`config.mk`:
```
export PLATFORM = sky130hd
export DESIGN_NAME = dtc_delayed_target
export DESIGN_NICKNAME = d
export VERILOG_FILES = /design/src/rtl/dtc_pkg.sv /design/src/rtl/dtc_discard_timer.sv /design/src/rtl/dtc_bus_side.sv /design/src/rtl/dtc_req_slot.sv /design/src/rtl/dtc_delayed_target.sv
export SDC_FILE = /design/constraint.sdc
export NUM_CORES = 1
export LEC_CHECK = 0
export ABC_AREA = 1
export BUFFER_PORTS_ARGS = -buffer_cell sky130_fd_sc_hd__clkbuf_2
export CELL_PAD_IN_SITES_DETAIL_PLACEMENT = 0
export CELL_PAD_IN_SITES_GLOBAL_PLACEMENT = 1
export CORE_MARGIN = 4
export CORE_UTILIZATION = 40
export DETAILED_ROUTE_END_ITERATION = 8
export PLACE_DENSITY_LB_ADDON = 0.1
export SLEW_MARGIN = 5
export SYNTH_ARGS = -nofsm -noshare
export SYNTH_HDL_FRONTEND = slang
export SYNTH_SLANG_ARGS = --single-unit
```
`constraint.sdc`:
```
create_clock -name clk -period 12.75 [get_ports clk]
set_clock_uncertainty 0.15 [all_clocks]
set_input_delay 2.55 -clock clk [delete_from_list [all_inputs] [get_ports clk]]
set_output_delay 2.55 -clock clk [all_outputs]
set_load 0.01 [all_outputs]
```
`src/rtl/dtc_pkg.sv`:
```
package dtc_pkg;

  localparam int CMD_W = 4;

  typedef enum logic [1:0] {
    RSP_RETRY = 2'd0,
    RSP_DONE  = 2'd1,
    RSP_ABORT = 2'd2
  } rsp_e;

  typedef enum logic [1:0] {
    SLOT_EMPTY = 2'd0,
    SLOT_ISSUE = 2'd1,
    SLOT_READY = 2'd2
  } slot_e;

  typedef enum logic [1:0] {
    BUS_IDLE = 2'd0,
    BUS_DATA = 2'd1,
    BUS_RESP = 2'd2
  } bus_e;

  // commands that may be split into request and completion
  function automatic logic cmd_delayable(input logic [CMD_W-1:0] c);
    logic ok;
    case (c)
      4'b0000, 4'b0010, 4'b0011, 4'b0110,
      4'b1110, 4'b1100, 4'b1010, 4'b1011: ok = 1'b1;
      default:                            ok = 1'b0;
    endcase
    return ok;
  endfunction

  function automatic logic cmd_is_write(input logic [CMD_W-1:0] c);
    return (c == 4'b0011) || (c == 4'b1011);
  endfunction

endpackage

```
`src/rtl/dtc_discard_timer.sv`:
```
module dtc_discard_timer #(
  parameter int LIMIT = 32768
) (
  input  logic clk,
  input  logic rst_n,
  input  logic run_i,
  output logic expire_o
);

  localparam int CW = (LIMIT > 1) ? $clog2(LIMIT) : 1;
  localparam logic [CW-1:0] LAST = CW'(LIMIT - 1);

  logic [CW-1:0] cnt_q, cnt_d;

  always_comb begin
    cnt_d    = run_i ? cnt_q + 1'b1 : '0;
    expire_o = run_i && (cnt_q == LAST);
  end

  always_ff @(posedge clk or negedge rst_n) begin
    if (!rst_n) cnt_q <= '0;
    else        cnt_q <= cnt_d;
  end

endmodule

```
`src/rtl/dtc_bus_side.sv`:
```
module dtc_bus_side
  import dtc_pkg::*;
#(
  parameter int AW  = 32,
  parameter int DW  = 32,
  parameter int BEW = 4
) (
  input  logic             clk,
  input  logic             rst_n,
  input  logic             frame_i,
  input  logic             irdy_i,
  input  logic [AW-1:0]    addr_i,
  input  logic [CMD_W-1:0] cmd_i,
  input  logic [BEW-1:0]   be_i,
  input  rsp_e             rsp_i,
  input  logic [DW-1:0]    rsp_data_i,
  output logic             decide_o,
  output logic [AW-1:0]    req_addr_o,
  output logic [CMD_W-1:0] req_cmd_o,
  output logic [BEW-1:0]   req_be_o,
  output logic             trdy_o,
  output logic             stop_o,
  output logic             devsel_o,
  output logic [DW-1:0]    rdata_o
);

  bus_e             st_q, st_d;
  logic             cap_en, out_load, out_clr;
  logic [AW-1:0]    addr_q;
  logic [CMD_W-1:0] cmd_q;
  logic [BEW-1:0]   be_q;
  logic             trdy_q, stop_q, devsel_q;
  logic [DW-1:0]    rdata_q;
  logic             trdy_n, stop_n, devsel_n;
  logic [DW-1:0]    rdata_n;

  // phase sequencing
  always_comb begin
    st_d     = st_q;
    cap_en   = 1'b0;
    decide_o = 1'b0;
    out_load = 1'b0;
    out_clr  = 1'b0;
    case (st_q)
      BUS_IDLE: begin
        if (frame_i) begin
          cap_en = 1'b1;
          st_d   = BUS_DATA;
        end
      end
      BUS_DATA: begin
        if (!cmd_delayable(cmd_q)) begin
          st_d = BUS_IDLE;
        end else if (irdy_i) begin
          decide_o = 1'b1;
          out_load = 1'b1;
          st_d     = BUS_RESP;
        end
      end
      BUS_RESP: begin
        if (irdy_i) begin
          out_clr = 1'b1;
          st_d    = BUS_IDLE;
        end
      end
      default: st_d = BUS_IDLE;
    endcase
  end

  // response encoding
  always_comb begin
    trdy_n   = (rsp_i == RSP_DONE);
    stop_n   = (rsp_i != RSP_DONE);
    devsel_n = (rsp_i != RSP_ABORT);
    rdata_n  = ((rsp_i == RSP_DONE) && !cmd_is_write(cmd_q)) ? rsp_data_i : '0;
  end

  always_ff @(posedge clk or negedge rst_n) begin
    if (!rst_n) st_q <= BUS_IDLE;
    else        st_q <= st_d;
  end

  always_ff @(posedge clk or negedge rst_n) begin
    if (!rst_n) begin
      addr_q <= '0;
      cmd_q  <= '0;
      be_q   <= '0;
    end else if (cap_en) begin
      addr_q <= addr_i;
      cmd_q  <= cmd_i;
      be_q   <= be_i;
    end
  end

  always_ff @(posedge clk or negedge rst_n) begin
    if (!rst_n) begin
      trdy_q   <= 1'b0;
      stop_q   <= 1'b0;
      devsel_q <= 1'b0;
      rdata_q  <= '0;
    end else if (out_load) begin
      trdy_q   <= trdy_n;
      stop_q   <= stop_n;
      devsel_q <= devsel_n;
      rdata_q  <= rdata_n;
    end else if (out_clr) begin
      trdy_q   <= 1'b0;
      stop_q   <= 1'b0;
      devsel_q <= 1'b0;
      rdata_q  <= '0;
    end
  end

  assign req_addr_o = addr_q;
  assign req_cmd_o  = cmd_q;
  assign req_be_o   = be_q;
  assign trdy_o     = trdy_q;
  assign stop_o     = stop_q;
  assign devsel_o   = devsel_q;
  assign rdata_o    = rdata_q;

endmodule

```
`src/rtl/dtc_req_slot.sv`:
```
module dtc_req_slot
  import dtc_pkg::*;
#(
  parameter int AW  = 32,
  parameter int DW  = 32,
  parameter int BEW = 4
) (
  input  logic             clk,
  input  logic             rst_n,
  input  logic             decide_i,
  input  logic [AW-1:0]    req_addr_i,
  input  logic [CMD_W-1:0] req_cmd_i,
  input  logic [BEW-1:0]   req_be_i,
  input  logic [DW-1:0]    wdata_i,
  input  logic             expire_i,
  output rsp_e             rsp_o,
  output logic [DW-1:0]    rsp_data_o,
  output logic             ready_o,
  output logic             be_req_o,
  output logic [AW-1:0]    be_addr_o,
  output logic [CMD_W-1:0] be_cmd_o,
  output logic [BEW-1:0]   be_be_o,
  output logic [DW-1:0]    be_wdata_o,
  input  logic             be_ack_i,
  input  logic [DW-1:0]    be_rdata_i,
  input  logic             be_err_i
);

  slot_e            st_q, st_d;
  logic             latch_en, fill_en, hit;
  logic [AW-1:0]    s_addr_q;
  logic [CMD_W-1:0] s_cmd_q;
  logic [BEW-1:0]   s_be_q;
  logic [DW-1:0]    s_wdata_q;
  logic [DW-1:0]    s_data_q;
  logic             s_err_q;

  // exact-repeat detection
  always_comb begin
    hit = (st_q != SLOT_EMPTY) &&
          (req_addr_i == s_addr_q) &&
          (req_cmd_i  == s_cmd_q)  &&
          (req_be_i   == s_be_q)   &&
          (!cmd_is_write(req_cmd_i) || (wdata_i == s_wdata_q));
  end

  always_comb begin
    if (st_q == SLOT_EMPTY)                rsp_o = RSP_RETRY;
    else if (hit && (st_q == SLOT_READY))  rsp_o = s_err_q ? RSP_ABORT : RSP_DONE;
    else                                   rsp_o = RSP_RETRY;
  end

  always_comb begin
    st_d     = st_q;
    latch_en = 1'b0;
    fill_en  = 1'b0;
    case (st_q)
      SLOT_EMPTY: begin
        if (decide_i) begin
          latch_en = 1'b1;
          st_d     = SLOT_ISSUE;
        end
      end
      SLOT_ISSUE: begin
        if (be_ack_i) begin
          fill_en = 1'b1;
          st_d    = SLOT_READY;
        end
      end
      SLOT_READY: begin
        // a collected completion wins over a same-edge expiry
        if ((decide_i && hit) || expire_i) st_d = SLOT_EMPTY;
      end
      default: st_d = SLOT_EMPTY;
    endcase
  end

  always_ff @(posedge clk or negedge rst_n) begin
    if (!rst_n) st_q <= SLOT_EMPTY;
    else        st_q <= st_d;
  end

  always_ff @(posedge clk or negedge rst_n) begin
    if (!rst_n) begin
      s_addr_q  <= '0;
      s_cmd_q   <= '0;
      s_be_q    <= '0;
      s_wdata_q <= '0;
    end else if (latch_en) begin
      s_addr_q  <= req_addr_i;
      s_cmd_q   <= req_cmd_i;
      s_be_q    <= req_be_i;
      s_wdata_q <= wdata_i;
    end
  end

  always_ff @(posedge clk or negedge rst_n) begin
    if (!rst_n) begin
      s_data_q <= '0;
      s_err_q  <= 1'b0;
    end else if (fill_en) begin
      s_data_q <= be_rdata_i;
      s_err_q  <= be_err_i;
    end
  end

  assign rsp_data_o = s_data_q;
  assign ready_o    = (st_q == SLOT_READY);
  assign be_req_o   = (st_q == SLOT_ISSUE);
  assign be_addr_o  = s_addr_q;
  assign be_cmd_o   = s_cmd_q;
  assign be_be_o    = s_be_q;
  assign be_wdata_o = s_wdata_q;

endmodule

```
`src/rtl/dtc_delayed_target.sv`:
```
module dtc_delayed_target
  import dtc_pkg::*;
#(
  parameter int AW             = 32,
  parameter int DW             = 32,
  parameter int BEW            = 4,
  parameter int DISCARD_CYCLES = 32768
) (
  input  logic             clk,
  input  logic             rst_n,
  input  logic             frame_i,
  input  logic             irdy_i,
  input  logic [AW-1:0]    addr_i,
  input  logic [CMD_W-1:0] cmd_i,
  input  logic [BEW-1:0]   be_i,
  input  logic [DW-1:0]    wdata_i,
  output logic             trdy_o,
  output logic             stop_o,
  output logic             devsel_o,
  output logic [DW-1:0]    rdata_o,
  output logic             be_req_o,
  output logic [AW-1:0]    be_addr_o,
  output logic [CMD_W-1:0] be_cmd_o,
  output logic [BEW-1:0]   be_be_o,
  output logic [DW-1:0]    be_wdata_o,
  input  logic             be_ack_i,
  input  logic [DW-1:0]    be_rdata_i,
  input  logic             be_err_i
);

  // reset: asserted at once, released on a clock edge
  logic rst_s1_q, rst_s2_q;
  always_ff @(posedge clk or negedge rst_n) begin
    if (!rst_n) begin
      rst_s1_q <= 1'b0;
      rst_s2_q <= 1'b0;
    end else begin
      rst_s1_q <= 1'b1;
      rst_s2_q <= rst_s1_q;
    end
  end

  logic             decide;
  logic [AW-1:0]    req_addr;
  logic [CMD_W-1:0] req_cmd;
  logic [BEW-1:0]   req_be;
  rsp_e             rsp;
  logic [DW-1:0]    rsp_data;
  logic             slot_ready;
  logic             expire;

  dtc_bus_side #(.AW(AW), .DW(DW), .BEW(BEW)) u_bus (
    .clk        (clk),
    .rst_n      (rst_s2_q),
    .frame_i    (frame_i),
    .irdy_i     (irdy_i),
    .addr_i     (addr_i),
    .cmd_i      (cmd_i),
    .be_i       (be_i),
    .rsp_i      (rsp),
    .rsp_data_i (rsp_data),
    .decide_o   (decide),
    .req_addr_o (req_addr),
    .req_cmd_o  (req_cmd),
    .req_be_o   (req_be),
    .trdy_o     (trdy_o),
    .stop_o     (stop_o),
    .devsel_o   (devsel_o),
    .rdata_o    (rdata_o)
  );

  dtc_req_slot #(.AW(AW), .DW(DW), .BEW(BEW)) u_slot (
    .clk        (clk),
    .rst_n      (rst_s2_q),
    .decide_i   (decide),
    .req_addr_i (req_addr),
    .req_cmd_i  (req_cmd),
    .req_be_i   (req_be),
    .wdata_i    (wdata_i),
    .expire_i   (expire),
    .rsp_o      (rsp),
    .rsp_data_o (rsp_data),
    .ready_o    (slot_ready),
    .be_req_o   (be_req_o),
    .be_addr_o  (be_addr_o),
    .be_cmd_o   (be_cmd_o),
    .be_be_o    (be_be_o),
    .be_wdata_o (be_wdata_o),
    .be_ack_i   (be_ack_i),
    .be_rdata_i (be_rdata_i),
    .be_err_i   (be_err_i)
  );

  dtc_discard_timer #(.LIMIT(DISCARD_CYCLES)) u_timer (
    .clk      (clk),
    .rst_n    (rst_s2_q),
    .run_i    (slot_ready),
    .expire_o (expire)
  );

endmodule

```
# [After elaboration in Yosys (flattened, before gate mapping)]
# Memory sizes are Yosys's and may differ from the RTL's.
# Index checks and enable logic that the tools add are counted.
[word_totals] input_bits=110 word_cells=89 output_inout_bits=108 romBits=16 register_bits=201 memories=1
[classes] eq_ne=20 n_reduce_logical=18 addsub=1 n_mux=31
[memory_table] memory="(name not given)" depth=16 word_bits=1 rd=1 rd_ports_with_merged_regs=0 wr=0 line="dtc_pkg.sv:26" rtl="case (c)"
[op_table] operator="$mux W32" n=3
[op_table] operator="$eq A32 B32 Y1" n=2
[op_table] operator="$mux W2" n=10
[op_table] operator="$add A15 B1 Y15 const B" n=1
[op_table] operator="$eq A15 B15 Y1 const B" n=1
[op_table] operator="$mux W1" n=15
[op_table] operator="$mux W15" n=1
[op_table] operator="$pmux W2 S3" n=2
[op_table] operator="$eq A4 B4 Y1" n=2
[op_table] operator="$logic_and A1 B1 Y1" n=8
[op_table] operator="$ne A2 B1 Y1 const B" n=4
[op_table] operator="$eq A2 B1 Y1 const B" n=3
[op_table] operator="$ne A2 B2 Y1 const B" n=3
[op_table] operator="$reduce_and A3 Y1" n=2
[op_table] operator="$eq A2 B2 Y1 const B" n=2
[op_table] operator="$eq A4 B2 Y1 const B" n=1
[op_table] operator="$eq A4 B4 Y1 const B" n=1
[op_table] operator="$logic_not A2 Y1" n=2
[op_table] operator="$reduce_bool A2 Y1" n=2
[op_table] operator="$logic_or A1 B1 Y1" n=3
[op_table] operator="$ne A3 B3 Y1 const B" n=1
[op_table] operator="$logic_not A1 Y1" n=1

# [Longest topological paths before layout]
# Gate-level depths: netlist of run 1.
[depth] depth_word=12 mapped_depth=15 mapped_depth_nobuf=15

# [Hierarchy]
# From an unflattened synthesis of run 1, not the netlist that was laid out.
[unflattened] cells_unflattened=1060 area_unflattened_um2=9863.2
[by_module_without_submodules] module="dtc_req_slot" cells_per_inst=603 area_each_um2=5542.8 seq_area_each_um2=2677.6 instances=1
[by_module_without_submodules] module="dtc_bus_side" cells_per_inst=348 area_each_um2=3458.3 seq_area_each_um2=1926.8 instances=1
[by_module_without_submodules] module="dtc_discard_timer" cells_per_inst=106 area_each_um2=808.3 seq_area_each_um2=375.4 instances=1
[by_module_without_submodules] module="dtc_delayed_target" cells_per_inst=3 area_each_um2=53.8 seq_area_each_um2=50.0 instances=1

# [Worst setup path before layout of run 1]
# OpenSTA, ideal clock, no wires.
[synth_path] path_type="input -> register" startpoint="input wdata_i[19]" endpoint="register u_bus.rdata_q[10], in the netlist u_bus.rdata_o[10]" required_ps=12534 setup_ps=66 arrival_ps=3637 cell_stages=14 n_path_buf=1 path_slack_ps=8898 cell_sequence="inv_1 > nand2_1 > nand2_1 > nand2_1 > nor2_1 > nand2_1 > nor2_1 > nand2_1 > nand2_1 > nand2_1 > nor2_2 > buf_2 > nand4_1 > nand2_1"
[synth_between] elab_chain_len=10
[synth_lines] element="from (decl)" line="dtc_delayed_target.sv:16" rtl="input logic [DW-1:0] wdata_i,"
[synth_lines] element="$eq A32 B32 Y1" line="dtc_req_slot.sv:44" rtl="(!cmd_is_write(req_cmd_i) || (wdata_i == s_wdata_q));"
[synth_lines] element="$logic_or A1 B1 Y1" line="dtc_req_slot.sv:44"
[synth_lines] element="$logic_and A1 B1 Y1" line="dtc_req_slot.sv:43" rtl="(req_be_i == s_be_q) &&"
[synth_lines] element="$logic_and A1 B1 Y1" line="dtc_req_slot.sv:49" rtl="else if (hit && (st_q == SLOT_READY)) rsp_o = s_err_q ? RSP_ABORT : RSP_DONE;"
[synth_lines] element="$mux W2" line="dtc_req_slot.sv:49"
[synth_lines] element="$mux W2" line="dtc_req_slot.sv:48" rtl="if (st_q == SLOT_EMPTY) rsp_o = RSP_RETRY;"
[synth_lines] element="$eq A2 B1 Y1" line="dtc_bus_side.sv:75" rtl="rdata_n = ((rsp_i == RSP_DONE) && !cmd_is_write(cmd_q)) ? rsp_data_i : '0;"
[synth_lines] element="$logic_and A1 B1 Y1" line="dtc_bus_side.sv:75"
[synth_lines] element="$mux W32" line="dtc_bus_side.sv:75"
[synth_lines] element="$mux W32" line="dtc_bus_side.sv:101" rtl="end else if (out_load) begin"
[synth_lines] element="to (signal assigned)" line="dtc_bus_side.sv:105" rtl="rdata_q <= rdata_n;"
[synth_lines] element="to (decl)" line="dtc_bus_side.sv:33" rtl="logic [DW-1:0] rdata_q;"
# Every way passes these cells.
# A chain may end at the register's enable or synchronous reset.

# [Final worst setup path of run 1]
[layout_path] startpoint="input irdy_i" endpoint="register u_slot.s_addr_q[2], in the netlist u_slot.be_addr_o[2]"
[layout_between] elab_chain_len=5
[layout_lines] element="from (decl)" line="dtc_delayed_target.sv:12" rtl="input logic irdy_i,"
[layout_lines] element="$mux W1" line="dtc_bus_side.sv:54" rtl="end else if (irdy_i) begin"
[layout_lines] element="$mux W1" line="dtc_bus_side.sv:52" rtl="if (!cmd_delayable(cmd_q)) begin"
[layout_lines] element="$mux W1" line="dtc_bus_side.sv:44" rtl="case (st_q)"
[layout_lines] element="$mux W1" line="dtc_req_slot.sv:59" rtl="if (decide_i) begin"
[layout_lines] element="$mux W1" line="dtc_req_slot.sv:57" rtl="case (st_q)"
[layout_lines] element="to (signal assigned)" line="dtc_req_slot.sv:90" rtl="s_addr_q <= req_addr_i;"
[layout_lines] element="to (decl)" line="dtc_req_slot.sv:31" rtl="logic [AW-1:0] s_addr_q;"
# Every way passes these cells.

==> flow_metrics.py, run 1 <==
metrics = {
    "status": {
        "outcome": "completed",
    },
    "grt": {
        "grt_pass1_vias": 7041,
        "grt_max_degree": 139,
        "grt_pass1_wl_mm": 36.6,
        "groute.usage.overall_pct": 17.2,
        "antenna_found_initial": 0,
        "grt_overflow": 0,
    },
    "placement": {
        "port_buffers": 217,
        "gp_congestion": 0.718,
        "dp.final_hpwl_mm": 14.6,
        "place_inst": 1501,
        "placed_cell_area_um2": 10500,
    },
    "critical_path": {
        "r2r_start": "u_bus.req_cmd_o[2]",
        "worstSetupStartpoint": "irdy_i",
        "path_max_fanout": 88,
        "r2r_end": "u_slot.be_addr_o[2]",
        "endpoint": "u_slot.be_addr_o[2]",
        "reg2regPathDepth": 7,
        "r2r_slack_ps": 9520,
        "crit_required_ps": 12990,
        "arrival_ps": 4660,
        "criticalPathCategory": "primary input to flip-flop",
        "crit_path_end_kind": "flip-flop",
        "cp-start-kind": "primary input",
    },
    "yosys": {
        "synth-simple-area-share_pct": 20.0,
        "synth_top_family_by_area": "simple AND/OR/NAND/NOR gates",
        "yosysMostFrequentCell": "nand2_1",
        "synth-xor-area-share_pct": 3.45,
        "yosys-mux-area-fraction_pct": 6.56,
        "syn_inst": 1035,
        "synthAdderAreaFrac_pct": 0.260,
        "synth_cell_types": 30,
        "synth_area_leaders": "dfrtp_1 (55%), nand2_1 (10%), nor2_1 (6.3%)",
        "yosys_warnings": 0,
        "synth_area_leader_cell": "dfrtp_1",
        "ys_seq_area_share_pct": 55.0,
        "synth.cell_area_um2": 9150,
        "synth_top_cell_area_share_pct": 55.0,
        "async_flop_share_pct": 100,
        "synth-seq-cells": 201,
        "synth_common_cells": "nand2_1 (251), dfrtp_1 (201), nor2_1 (153), inv_1 (121), a21oi_1 (71)",
        "synth-main-ff-cell": "dfrtp_1",
        "synth-compound-area-share_pct": 7.37,
        "syn_area_per_cell_um2": 8.84,
        "syn_nets": 1146,
        "synth_edf_count": 0,
    },
    "clock_tree": {
        "clock_sinks": 201,
        "cts_tree": "done",
        "path_clk_slew_ps": 50,
        "clk_latency_ps": 510,
        "cts_buffer_depth": 3,
        "cts_made_buffers": 24,
        "postCtsHoldBufs": 0,
        "htreeDepth": 1,
        "clock-root-buffer": "clkbuf_16",
        "cts_setup_buffers": 0,
        "cts_resized": 0,
    },
    "detailed_routing": {
        "ant_nets": 0,
        "met1_length_mm": 10.8,
        "route.detailed.drc": 0,
        "met3_length_mm": 1.15,
        "drt_iter0_markers": 412,
        "drtPass1Iterations": 4,
        "avgViaCountPerCell": 4.59,
        "top_layer": "met4",
        "drt_wl_total_mm": 21.9,
        "routedWlPerCell_um": 14.1,
        "met2_length_mm": 9.51,
        "vias": 7085,
    },
    "floorplanning": {
        "die-height_um": 159,
        "rows": 55,
        "dieArea_um2": 25400,
        "core_area_um2": 22600,
        "io_pins": 218,
        "start_util_pct": 40.5,
        "die_w_um": 159,
    },
    "pwr": {
        "p_leak_nw": 6.06,
        "ir_drop_mv": 0.103,
        "power_density_nw_per_um2": 235,
    },
    "min_path": {
        "min_path_type": "flip-flop to flip-flop",
    },
    "sta": {
        "rsz0062_at_grt": "false",
        "relSlewSlack_pct": 27.8,
        "finalCriticalPeriod_ps": 4420,
        "hold_viol": 0,
        "tightest_slew_ps": 1080,
        "fmax_mhz": 226,
        "fin_tns_setup_ps": 0,
        "fin_crit_sh_pct": 34.6,
        "slew_viol_final": 0,
        "setup_viol": 0,
        "hold_slack_ps": 200,
    },
    "final_layout": {
        "final_area_um2": 11200,
        "fin_nets": 1353,
        "drive_above_1_share_pct": 24.4,
        "post-route-util_pct": 49.7,
        "area_growth_pct": 22.5,
        "nFillCells": 2246,
        "final_cells": 1545,
    },
    "flow_run": {
        "cap_violations": 0,
    },
}
## per-layer routing
metal,GRT usage [%],vias to the layer above
met3,3.52,29
met4,4.10,0
li1,-,3664
met5,0,-
met1,25.3,3226
met2,26.4,166
## critical path: stages
cell	delay [ps]
clkbuf_2	80
inv_1	100
nor2_8	490
nand2_4	380
buf_4	530
mux2_4	430
## cells by family after synthesis
logic type,after synthesis
compound gates,133
xor+xnor,36
fa+ha+maj,2
buf+inv,167
flops,201
mux,43
other cells,1
simple gates,452
## metrics by stage
stage	power, mW	setup slack [ps]
final	2.64	8330
after CTS	2.68	8390
after global placement	2.00	7860
after global routing	2.86	8220
after floorplan	1.72	6580
after detailed placement	2.02	7840
## flip-flops by register name, indices dropped and copies added (netlist names)
register           flops
rst_s2_q               1
u_slot.be_be_o         4
u_bus.trdy_o           1
u_slot.rsp_data_o     32
u_bus.devsel_o         1
rst_s1_q               1
u_slot.be_cmd_o        4
u_timer.cnt_q         15
u_slot.be_wdata_o     32
u_slot.st_q            2
u_slot.s_err_q         1
u_bus.st_q             2
u_bus.req_cmd_o        4
u_bus.rdata_o         32
u_bus.req_be_o         4
u_slot.be_addr_o      32
u_bus.req_addr_o      32
u_bus.stop_o           1
## worst min-delay path by stage
stage / from / to / slack, ps / cells after the start
final: rst_s1_q / rst_s2_q / 200 / 0
after global routing: rst_s1_q / rst_s2_q / 210 / 0
after CTS: rst_s1_q / rst_s2_q / 200 / 0
after detailed placement: rst_s1_q / rst_s2_q / 190 / 0
after global placement: rst_s1_q / rst_s2_q / 190 / 0
after floorplan: rst_s1_q / rst_s2_q / 180 / 0
## report_power, final
| group | leakage, nW | internal, mW | switching, mW |
|---|---|---|---|
| Combinational | 3.26 | 0.410 | 0.543 |
| Clock | 0.363 | 0.385 | 0.260 |
| Sequential | 2.44 | 0.870 | 0.171 |
| Total | 6.06 | 1.66 | 0.975 |
## cell type report
cell class	count	area, um^2	share of cell area, %
flip-flops and latches	201	5030	44.9
multi-input cells	667	3460	30.8
repair buffers	223	1140	10.2
clock buffers	41	724	6.46
inverters	125	469	4.19
well taps	285	357	3.18
clock inverters	2	25.0	0.223
diodes	1	2.50	0.0223
## layout by cell type (no fill, tap or decap), drive strengths merged, types with 3 or more instances in the layout
master and instances:
nand4 34, o22ai 3, mux2 43, nor2 155, clkinv 4, buf 6
xnor2 26, nand3 4, clkbuf 258, dfrtp 201, nor3 6, xor2 10
inv 123, nand2 252, a21oi 71, o21ai 57
No activity file was read; power rests on OpenSTA's default activity.
==> run 2: changes to the inputs <==
--- a/config.mk
+++ b/config.mk
@@ -5,12 +5,12 @@
 export SDC_FILE = /design/constraint.sdc
 export NUM_CORES = 1
 export LEC_CHECK = 0
-export ABC_AREA = 1
+export ABC_AREA = 0
 export BUFFER_PORTS_ARGS = -buffer_cell sky130_fd_sc_hd__clkbuf_2
 export CELL_PAD_IN_SITES_DETAIL_PLACEMENT = 0
 export CELL_PAD_IN_SITES_GLOBAL_PLACEMENT = 1
 export CORE_MARGIN = 4
-export CORE_UTILIZATION = 40
+export CORE_UTILIZATION = 38
 export DETAILED_ROUTE_END_ITERATION = 8
 export PLACE_DENSITY_LB_ADDON = 0.1
 export SLEW_MARGIN = 5
==> constraint.sdc (replaced) <==
create_clock -name clk -period 3.5 [get_ports clk]
set_clock_uncertainty 0.15 [all_clocks]
set_input_delay 0.7 -clock clk [delete_from_list [all_inputs] [get_ports clk]]
set_output_delay 0.7 -clock clk [all_outputs]
set_load 0.01 [all_outputs]
==> flow_metrics.py, run 2 <==
metrics = {
    "pwr": {
        "power_mw": 9.42,
        "power_density_nw_per_um2": 886,
        "ir_drop_mv": 0.390,
        "p_leak_nw": 5.02,
    },
    "sta": {
        "slew_viol_final": 0,
        "hold_viol": 0,
        "final.setup.worst_slack_ps": 885,
        "relSlewSlack_pct": 31.5,
        "setup_viol": 0,
        "fin_tns_setup_ps": 0,
        "fmax_mhz": 382,
        "tightest_slew_ps": 1030,
        "finalCriticalPeriod_ps": 2620,
        "rsz0062_at_grt": "false",
        "hold_slack_ps": 206,
        "fin_crit_sh_pct": 74.7,
    },
    "critical_path": {
        "cpPeakStageDelay_ps": 780,
        "crit_path_end_kind": "flip-flop",
        "criticalPathCategory": "flip-flop to flip-flop",
        "slowest_stage": "buf_4",
        "arrival_ps": 2840,
        "cp-start-kind": "flip-flop",
        "path_max_fanout": 77,
        "path_cells": "xor2_1 -> a2bb2oi_1 -> nor4b_4 -> nand2_4 -> buf_4 -> mux2_2",
        "crit_required_ps": 3730,
    },
    "detailed_routing": {
        "ant_nets": 0,
        "drtPass1Iterations": 4,
        "vias": 5465,
        "drt_iter0_markers": 145,
        "drt_wl_total_mm": 19.7,
        "routedWlPerCell_um": 17.5,
        "route.detailed.drc": 0,
        "avgViaCountPerCell": 4.88,
    },
    "placement": {
        "gp_congestion": 0.822,
        "place_inst": 1079,
        "dp.final_hpwl_mm": 14.0,
        "placed_cell_area_um2": 9810,
        "dp_slack_ps": 874,
        "port_buffers": 217,
    },
    "min_path": {
        "min_path_type": "flip-flop to flip-flop",
    },
    "final_layout": {
        "final_common_cell": "clkbuf_2",
        "area_growth_pct": 26.5,
        "post-route-util_pct": 48.8,
        "seq_area_um2": 5030,
        "final_cell_mix": "clkbuf_2 (217), dfrtp_1 (200), mux2_2 (116)",
        "final_area_um2": 10600,
        "nFillCells": 2000,
        "drive_above_1_share_pct": 46.1,
        "diodes": 0,
        "final_cells": 1121,
        "multi_input_area_um2": 3230,
        "fin_nets": 936,
    },
    "clock_tree": {
        "clock_sinks": 201,
        "clock-root-buffer": "clkbuf_16",
        "cts_tree": "done",
        "path_clk_slew_ps": 60,
        "clk_latency_ps": 490,
        "cts_resized": 0,
        "htreeDepth": 1,
        "cts_made_buffers": 23,
        "cts_buffer_depth": 3,
    },
    "flow_run": {
        "cap_violations": 0,
    },
    "grt": {
        "grt_max_degree": 78,
        "antenna_found_initial": 2,
        "grt_overflow": 0,
        "grt_pass1_wl_mm": 31.5,
        "grt_pass1_vias": 5975,
        "groute.usage.overall_pct": 15.9,
    },
    "yosys": {
        "synth.cell_area_um2": 8400,
        "synth_common_cells": "dfrtp_1 (201), mux2_2 (116), xnor2_1 (67), a22o_1 (33), nand2_1 (24)",
        "syn_nets": 709,
        "synth-main-ff-cell": "dfrtp_1",
        "yosys_warnings": 0,
        "syn_inst": 598,
        "yosysMostFrequentCell": "dfrtp_1",
        "async_flop_share_pct": 100,
        "synth_edf_count": 0,
        "synth_area_leader_cell": "dfrtp_1",
        "syn_area_per_cell_um2": 14.0,
        "synth_top_cell_area_share_pct": 59.9,
        "synth-seq-cells": 201,
        "synth_cell_types": 39,
        "synth_area_leaders": "dfrtp_1 (60%), mux2_2 (16%), xnor2_1 (7.0%)",
        "ys_seq_area_share_pct": 59.9,
    },
    "floorplanning": {
        "dieArea_um2": 24600,
        "io_pins": 218,
        "rows": 54,
        "core_area_um2": 21800,
        "die_w_um": 157,
        "start_util_pct": 38.6,
        "die-height_um": 157,
    },
    "status": {
        "outcome": "completed",
    },
}
==> run 2: worst max-delay path: cells and delay by family (launching register included) <==
kind / cells / cell delay (ps)
buffers and inverters: 1 / 780
XOR/XNOR: 1 / 180
multiplexers: 1 / 420
flip-flops: 1 / 440
AND/OR/NAND/NOR: 2 / 170
AO/OA/AOI/OAI: 1 / 320
==> run 2: cell type report <==
| cell class | instances | area share, % |
|---|---|---|
| clock inverters | 10 | 1.44 |
| clock buffers | 31 | 6.17 |
| flip-flops and latches | 201 | 47.4 |
| well taps | 280 | 3.30 |
| inverters | 7 | 0.247 |
| multi-input cells | 366 | 30.4 |
| repair buffers | 226 | 11.1 |
==> run 2: cells by family after synthesis <==
group | after synthesis | share of synthesized area [%]
flip-flops | 201 | 59.9
multiplexers | 137 | 18.4
AND/OR/NAND/NOR | 88 | 6.03
XOR/XNOR | 80 | 8.34
AO/OA/AOI/OAI | 59 | 5.33
buffers and inverters | 31 | 1.86
adder cells (fa/ha/maj) | 1 | 0.149
other | 1 | 0.0446
==> run 2: repair_timing <==
| action | in CTS | in global routing |
|---|---|---|
| buffers inserted | 0 | 0 |
| hold buffers | 1 | 0 |
| hold endpoints to repair | 2 | 0 |
| endpoints found under the setup margin | 0 | 0 |
==> run 2: layer usage <==
metal,up-vias,GRT usage (%),share of wire [%]
met4,4,3.84,1.5
li1,2566,-,-
met3,25,4.73,7.3
met2,141,27.0,49
met5,-,0,0.11
met1,2729,20.2,42
==> run 2: where the power goes <==
part	leakage, nW	switching (mW)	internal, mW
sequential	2.52	0.739	3.21
combinational	2.10	1.36	1.59
clock	0.399	0.923	1.60
total	5.02	3.02	6.40
==> run 2: final timing paths <==
path                                          from                    to  slack, ps  cells past startpoint
min in group asynchronous                 rst_s2_q  u_bus.req_addr_o[20]        270                      0
worst min-delay path                      rst_s1_q              rst_s2_q        210                      0
worst min register to register            rst_s1_q              rst_s2_q        210                      0
worst max register to register  u_bus.req_cmd_o[2]  u_slot.be_addr_o[15]        880                      6
max in group asynchronous                 rst_s2_q  u_slot.be_addr_o[27]       2070                      1
worst max-delay path            u_bus.req_cmd_o[2]  u_slot.be_addr_o[15]        880                      6
